## config.mk

```make
export PLATFORM = sky130hd
export DESIGN_NAME = tic_capture_unit
export DESIGN_NICKNAME = d
export VERILOG_FILES = /design/src/rtl/tic_pkg.sv /design/src/rtl/tic_sync.sv /design/src/rtl/tic_filter.sv /design/src/rtl/tic_edge_det.sv /design/src/rtl/tic_capture_unit.sv
export SDC_FILE = /design/constraint.sdc
export NUM_CORES = 1
export LEC_CHECK = 0
export BUFFER_PORTS_ARGS = -buffer_cell sky130_fd_sc_hd__buf_2
export CELL_PAD_IN_SITES_DETAIL_PLACEMENT = 0
export CELL_PAD_IN_SITES_GLOBAL_PLACEMENT = 1
export CORE_MARGIN = 3
export CORE_UTILIZATION = 35
export DETAILED_ROUTE_END_ITERATION = 8
export HOLD_SLACK_MARGIN = 0.1
export PLACE_DENSITY_LB_ADDON = 0.1
export SLEW_MARGIN = 15
export SYNTH_ARGS = -nofsm -noshare
export SYNTH_HDL_FRONTEND = slang
export SYNTH_SLANG_ARGS = --single-unit
```

## constraint.sdc

```tcl
create_clock -name clk_i -period 1.9 [get_ports clk_i]
set_input_delay 0.095 -clock clk_i [delete_from_list [all_inputs] [get_ports clk_i]]
set_output_delay 0.095 -clock clk_i [all_outputs]
set_load 0.02 [all_outputs]
```

## src/rtl/tic_pkg.sv

```systemverilog
package tic_pkg;
  typedef enum logic {
    EDGE_FALL = 1'b0,
    EDGE_RISE = 1'b1
  } edge_pol_e;
endpackage

```

## src/rtl/tic_sync.sv

```systemverilog
module tic_sync #(
  parameter int unsigned STAGES = 2
) (
  input  logic clk_i,
  input  logic rst_ni,
  input  logic d_i,
  output logic q_o
);
  logic [STAGES-1:0] chain_q;

  generate
    if (STAGES == 1) begin : g_one
      always_ff @(posedge clk_i or negedge rst_ni) begin
        if (!rst_ni) chain_q <= '0;
        else         chain_q <= d_i;
      end
    end else begin : g_many
      always_ff @(posedge clk_i or negedge rst_ni) begin
        if (!rst_ni) chain_q <= '0;
        else         chain_q <= {chain_q[STAGES-2:0], d_i};
      end
    end
  endgenerate

  assign q_o = chain_q[STAGES-1];
endmodule

```

## src/rtl/tic_filter.sv

```systemverilog
module tic_filter #(
  parameter int unsigned SAMPLES = 4
) (
  input  logic clk_i,
  input  logic rst_ni,
  input  logic d_i,
  output logic q_o
);
  localparam int unsigned HIST_W = SAMPLES - 1;

  logic [HIST_W-1:0]  hist_q;
  logic [SAMPLES-1:0] win;
  logic               out_q;

  assign win = {hist_q, d_i};

  // output moves only when the whole window agrees
  always_ff @(posedge clk_i or negedge rst_ni) begin
    if (!rst_ni) begin
      hist_q <= '0;
      out_q  <= 1'b0;
    end else begin
      hist_q <= win[HIST_W-1:0];
      if (&win)       out_q <= 1'b1;
      else if (~|win) out_q <= 1'b0;
    end
  end

  assign q_o = out_q;
endmodule

```

## src/rtl/tic_edge_det.sv

```systemverilog
module tic_edge_det
  import tic_pkg::*;
(
  input  logic      clk_i,
  input  logic      rst_ni,
  input  logic      d_i,
  input  edge_pol_e pol_i,
  output logic      hit_o
);
  logic prev_q;

  always_ff @(posedge clk_i or negedge rst_ni) begin
    if (!rst_ni) prev_q <= 1'b0;
    else         prev_q <= d_i;
  end

  always_comb begin
    unique case (pol_i)
      EDGE_RISE: hit_o = d_i & ~prev_q;
      default:   hit_o = ~d_i & prev_q;
    endcase
  end
endmodule

```

## src/rtl/tic_capture_unit.sv

```systemverilog
module tic_capture_unit
  import tic_pkg::*;
#(
  parameter int unsigned CNT_W        = 16,
  parameter int unsigned SYNC_STAGES  = 2,
  parameter int unsigned FILT_SAMPLES = 4
) (
  input  logic             clk_i,
  input  logic             rst_ni,
  input  logic [CNT_W-1:0] cnt_val_i,
  input  logic             cap_pin_i,
  input  logic             cmp_out_i,
  input  logic             src_sel_i,
  input  logic             filt_en_i,
  input  logic             edge_rise_i,
  input  logic             irq_en_i,
  input  logic             top_from_cap_i,
  input  logic             clr_wr_i,
  input  logic             clr_bit_i,
  output logic [CNT_W-1:0] cap_val_o,
  output logic             cap_flag_o,
  output logic             irq_o
);
  logic trig_raw, trig_s, trig_f, trig_e, edge_hit, cap_evt;
  logic [CNT_W-1:0] cap_val_q;
  logic flag_q;

  // source mux ahead of the synchronizer: a switch looks like an edge
  assign trig_raw = src_sel_i ? cmp_out_i : cap_pin_i;

  tic_sync #(.STAGES(SYNC_STAGES)) sync_i (
    .clk_i (clk_i),
    .rst_ni(rst_ni),
    .d_i   (trig_raw),
    .q_o   (trig_s)
  );

  generate
    if (FILT_SAMPLES > 1) begin : g_filt
      tic_filter #(.SAMPLES(FILT_SAMPLES)) filt_i (
        .clk_i (clk_i),
        .rst_ni(rst_ni),
        .d_i   (trig_s),
        .q_o   (trig_f)
      );
    end else begin : g_nofilt
      assign trig_f = trig_s;
    end
  endgenerate

  assign trig_e = filt_en_i ? trig_f : trig_s;

  tic_edge_det edge_i (
    .clk_i (clk_i),
    .rst_ni(rst_ni),
    .d_i   (trig_e),
    .pol_i (edge_pol_e'(edge_rise_i)),
    .hit_o (edge_hit)
  );

  assign cap_evt = edge_hit & ~top_from_cap_i;

  always_ff @(posedge clk_i or negedge rst_ni) begin
    if (!rst_ni) begin
      cap_val_q <= '0;
      flag_q    <= 1'b0;
    end else begin
      if (cap_evt) cap_val_q <= cnt_val_i;
      // set beats clear on collision
      if (cap_evt)                    flag_q <= 1'b1;
      else if (clr_wr_i && clr_bit_i) flag_q <= 1'b0;
    end
  end

  assign cap_val_o  = cap_val_q;
  assign cap_flag_o = flag_q;
  assign irq_o      = flag_q & irq_en_i;
endmodule

```

; Word-level counts from Yosys, hierarchy flattened
; Index checks and enable logic that the tools add are counted.
[totals]
in_bits = 27
register_bits = 24
wordCells = 25
[op_classes]
mux = 7
n_eq_ne = 1
n_bitwise = 7
n_reduce_logical = 4
[op_table]
columns = cell, n
row1 = $mux 1, 7
row2 = $and 1x1->1, 4
row3 = $reduce_and 4->1, 1
row4 = $reduce_or 4->1, 1
row5 = $not 1->1, 3
row6 = $ne 2x1->1 const B, 1
row7 = $reduce_bool 2->1, 1
row8 = $logic_and 1x1->1, 1

; Longest topological paths before layout
[depth]
depth_word = 6
ltp_mapped = 4
ltp_nobuf = 3

; By module
; A second synthesis with hierarchy kept.
[hier_totals]
cells_unflattened = 54
area_unflattened_um2 = 949.7
[by_module_without_submodules]
columns = mod, cells_each, n_inst, area_per_inst_um2
row1 = tic_capture_unit, 41, 1, 725.7
row2 = tic_filter, 7, 1, 126.4
row3 = tic_sync, 2, 1, 50.0
row4 = tic_edge_det, 4, 1, 47.5

; Least setup slack after synthesis
; No wires, ideal clock.
[synth_timing]
path_type = register -> register
start = reg sync_i.chain_q[1]
end = reg cap_val_q[0], in the netlist cap_val_o[0]
stages_incl_launch_ff = 5
t_arrival_ns = 1.440
slack_ns = 0.335
cell_sequence = dfrtp_1 -> mux2_4 -> mux2i_4 -> buf_12 -> mux2_4
[synth_between]
elab_chain_len = 5
[synth_rtl]
columns = item, line
row1 = "start, declared", tic_sync.sv:9  ; logic [STAGES-1:0] chain_q;
row2 = "start signal, assigned", tic_sync.sv:20  ; else chain_q <= {chain_q[STAGES-2:0], d_i};
row3 = $mux 1 (*), tic_capture_unit.sv:51  ; assign trig_e = filt_en_i ? trig_f : trig_s;
row4 = named net edge_i.d_i, tic_edge_det.sv:6  ; input logic d_i,
row5 = $not 1->1, tic_edge_det.sv:20  ; default: hit_o = ~d_i & prev_q;
row6 = $and 1x1->1, tic_edge_det.sv:20
row7 = $mux 1 (*), tic_edge_det.sv:18  ; unique case (pol_i)
row8 = $and 1x1->1 (*), tic_capture_unit.sv:61  ; assign cap_evt = edge_hit & ~top_from_cap_i;
row9 = "end signal, assigned", tic_capture_unit.sv:68  ; if (cap_evt) cap_val_q <= cnt_val_i;
row10 = "end, declared", tic_capture_unit.sv:25  ; logic [CNT_W-1:0] cap_val_q;
; The timed path passes the listed nets; every way through them passes the cells marked *.
; A chain may end at the register's enable or synchronous reset.

; Worst setup path in the final report
[layout_timing]
start = in filt_en_i
end = reg cap_val_q[14], in the netlist cap_val_o[14]
[layout_between]
elab_chain_len = 5
[layout_rtl]
columns = item, line
row1 = "start, declared", tic_capture_unit.sv:14  ; input logic filt_en_i,
row2 = $mux 1 (*), tic_capture_unit.sv:51
row3 = named net edge_i.d_i, tic_edge_det.sv:6
row4 = $not 1->1, tic_edge_det.sv:20
row5 = $and 1x1->1, tic_edge_det.sv:20
row6 = $mux 1 (*), tic_edge_det.sv:18
row7 = $and 1x1->1 (*), tic_capture_unit.sv:61
; Marks and branches as above.

==> summary by stage <==
Power
Of the total power, registers draw 0.474. The cell area power density is 1080 mW/mm^2. For this design the total switching power over the nets is just over 0.0005 W. The net switching share of the total power is 0.335. VDD sags by at most between 600 and 700 uV. Of the total power, the clock network draws 0.135. The combinational group share of total power is 0.390.

The reported leakage power is 0.726 nW. The internal power component is 0.00103 W.

Logic synthesis
The cell area that synthesis handed to floorplanning was 937 sq um. The distinct cell type count after synthesis is 12. Dividing the synthesized area by the synthesized cell count gives 17.4 sq um. The cell count after synthesis is 54. The post-synthesis sequential area ratio is 0.641.

The number of flip-flops and latches in the synthesized netlist is 24. Synthesis produced a netlist with a net count of 81. Yosys printed 0 warnings.

Drt
The wire length per cell after detailed routing is 12.8 um. Once detail routing completed, the nets flagged for antenna violations numbered 0. The average via count per standard cell is 4.36. The iteration count of the initial detailed-routing pass is 2. For this run, design rule violations remaining after detail routing come to 0. The detailed router placed roughly 670 vias in this run.

The overall routed net length is 1970 um. After the first detailed-routing iteration, the DRC count stood at 9.

Timing
Dividing the final minimum period by the clock period gives 0.841. The worst clock skew is roughly 0.0033 ns. Static timing analysis puts the maximum clock frequency at 0.626 GHz.

The summed negative setup slack over all endpoints is 0 ns. On the final layout, the worst hold slack is around 0.29 ns. The remaining max-slew budget at the tightest pin is 0.659.

The total count of max-transition violations in the final report is 0. The post-route minimum period is between 1.5 and 2 ns. The hold violation count in the final report was 0.

For the pin with the worst max-slew slack, the measured transition is between 0.5 and 0.6 ns. The number of setup violations in the final report is 0. Setup repair after global routing left no endpoint under its margin.

Layout
Leaving out fill and tap cells, the most frequent cell in the layout is buf_2. For this run, the post-layout net count is 153. Registers take about 600 sq um. The number of diodes is 0. Relative to the synthesized area, the layout overhead comes to 52.9%.

The number of inserted filler cells in the final layout is 215. The top cell types in the final layout, fill and taps aside, are buf_2 (44), dfrtp_1 (24), dlygate4sd3_1 (22). In the final layout, the share of cells above drive strength 1 is 0.548. The multi-input combinational cells in the finished layout cover a total of between 300 and 400 sq um. The finished layout cell area is 0.00143 sq mm.

Setup path
Of all nets on the critical path, the largest fanout is 10. The critical path in this run is classified as in -> reg. The worst setup path is launched from an input port. STA classifies the critical path endpoint as a flip-flop. The worst register-to-register path begins at sync_i.chain_q[1]$_DFF_PN0_. The worst endpoint data arrival time is roughly 1.8 ns. The reg-to-reg critical path endpoint is cap_val_o[14]$_DFFE_PN0P_. The required time of the critical path is 2.09 ns. The worst-case reg-to-reg path depth is 4.

The minimum setup slack among reg-to-reg paths is 0.36 ns.

Clocking
The maximum clock insertion buffer count is 2. The clock net in this run drives a total of 24 sinks. TritonCTS built the clock tree. In this run the clock root is driven by a clkbuf_4. Clock-pin slew was measured on the worst setup and hold paths at approximately 0.12 ns.

For the worst-skew pair, the clock arrives at the later sink with an insertion delay of 0.30 ns. In this run the number of H-tree levels came out at 1. The number of CTS-inserted buffers is 3.

Floorplan
The area of the core is 0.00252 sq mm. The initial utilization of the core area, before any placement, comes to 0.372. 45 I/O pins were placed. In this run the vertical extent of the chip is 57.7 um. From left edge to right edge, the die measures 57.7 um. The floorplan has 18 rows. The full die area is 0.00333 sq mm.

Flow run
The tool flagged a number of max-cap violations equal to 0.

GRT
The number of global-route vias before repair is 748. The pin count of the biggest net entering global routing is 25. The first-pass GRT wire length is 3340 um. Summed over all layers, the global routing overflow is 0. The initial antenna violation count is 0. In the global route stage, overall resource usage came out at 0.130.

Min path
The path type of the worst min-delay path is in -> async.

Run status
The run finished with clean final reports.

Place
The count of buffers added on input and output ports is between 40 and 50. The global placement routability congestion is about 0.67. The post-detailed-placement cell area is 0.00119 sq mm.
worst max path at each step:
stage                                           start                        end  slack (ns)  cells after the start
after floorplan           sync_i.chain_q[1]$_DFF_PN0_   cap_val_o[0]$_DFFE_PN0P_        0.33                      4
after global placement    sync_i.chain_q[1]$_DFF_PN0_   cap_val_o[8]$_DFFE_PN0P_        0.39                      4
after detailed placement  sync_i.chain_q[1]$_DFF_PN0_  cap_val_o[12]$_DFFE_PN0P_        0.35                      4
after CTS                                   filt_en_i   cap_val_o[0]$_DFFE_PN0P_        0.31                      6
after global routing                        filt_en_i  cap_val_o[14]$_DFFE_PN0P_        0.28                      6
final                                       filt_en_i  cap_val_o[14]$_DFFE_PN0P_        0.30                      6
what timing repair did:
item	CTS	global route
endpoints found under the hold margin	43	0
hold buffers	22	0
setup buffers	0	0
gates resized for setup	0	0
synthesized netlist by cell type:
library cell	instances	area [sq um]
a31oi_1	1	6.26
mux2_4	10	150
nand2_1	3	11.3
a21oi_1	1	5.00
and2_1	1	6.26
mux2i_4	1	22.5
buf_12	1	20.0
dfrtp_1	24	601
or3_1	1	6.26
nor3b_1	2	15.0
nor2_1	1	3.75
mux2_2	8	90.1
power by group through the flow:
| stage | sequential (W) | clock (W) | combinational (W) |
|---|---|---|---|
| 3_3_place_gp | 0.000737 | 0 | 0.000565 |
| 5_1_grt | 0.000755 | 0.000243 | 0.000641 |
| 3_5_place_dp | 0.000736 | 0 | 0.000574 |
| 4_1_cts | 0.000732 | 0.000216 | 0.000605 |
| 6_report | 0.000733 | 0.000209 | 0.000603 |
| 2_1_floorplan | 0.000901 | 0 | 0.000203 |
layout make-up:
class | count | share of cell area
Clock buffer | 3 | 0.0157
Multi-Input combinational cell | 29 | 0.221
Tap cell | 30 | 0.0262
Timing Repair Buffer | 68 | 0.318
Sequential cell | 24 | 0.419
per-stage QoR:
stage,util,setup WS [ns],power (W),cells
after global placement,0.472,0.386,0.00130,129
after floorplan,-,0.335,0.00110,54
final,0.568,0.302,0.00154,154
after detailed placement,0.472,0.355,0.00131,129
after CTS,0.568,0.306,0.00155,154
after global routing,0.568,0.278,0.00164,154
kinds of logic (layout without fill, tap and decap cells):
group,count (synthesis),count (layout),synth area share
AO/OA/AOI/OAI,2,2,0.0120
buffers and inverters,1,71,0.0214
flip-flops,24,24,0.641
multiplexers,19,19,0.280
AND/OR/NAND/NOR,8,8,0.0454
flip-flops by register name, indices dropped and copies added (netlist names):
signal and cells:
cap_val_o 16, g_filt.filt_i.hist_q 3, sync_i.chain_q 2, cap_flag_o 1, edge_i.prev_q 1, g_filt.filt_i.q_o 1
metal layers:
layer  share of wire  routed length (um)  global-route usage  up-vias
li1                -                   -                   -      328
met1            0.43                 842               0.165      309
met2            0.48                 954               0.215       32
met3           0.082                 161              0.0334        2
met4          0.0066                  13              0.0497        0
met5               0                   0                   0        -
critical path, cell delays in order:
cell and delay, ns:
dlygate4sd3_1 0.53, buf_2 0.13, mux2_4 0.31, mux2i_4 0.16, buf_4 0.24, mux2_4 0.32
Power figures use the tool's default switching activity.
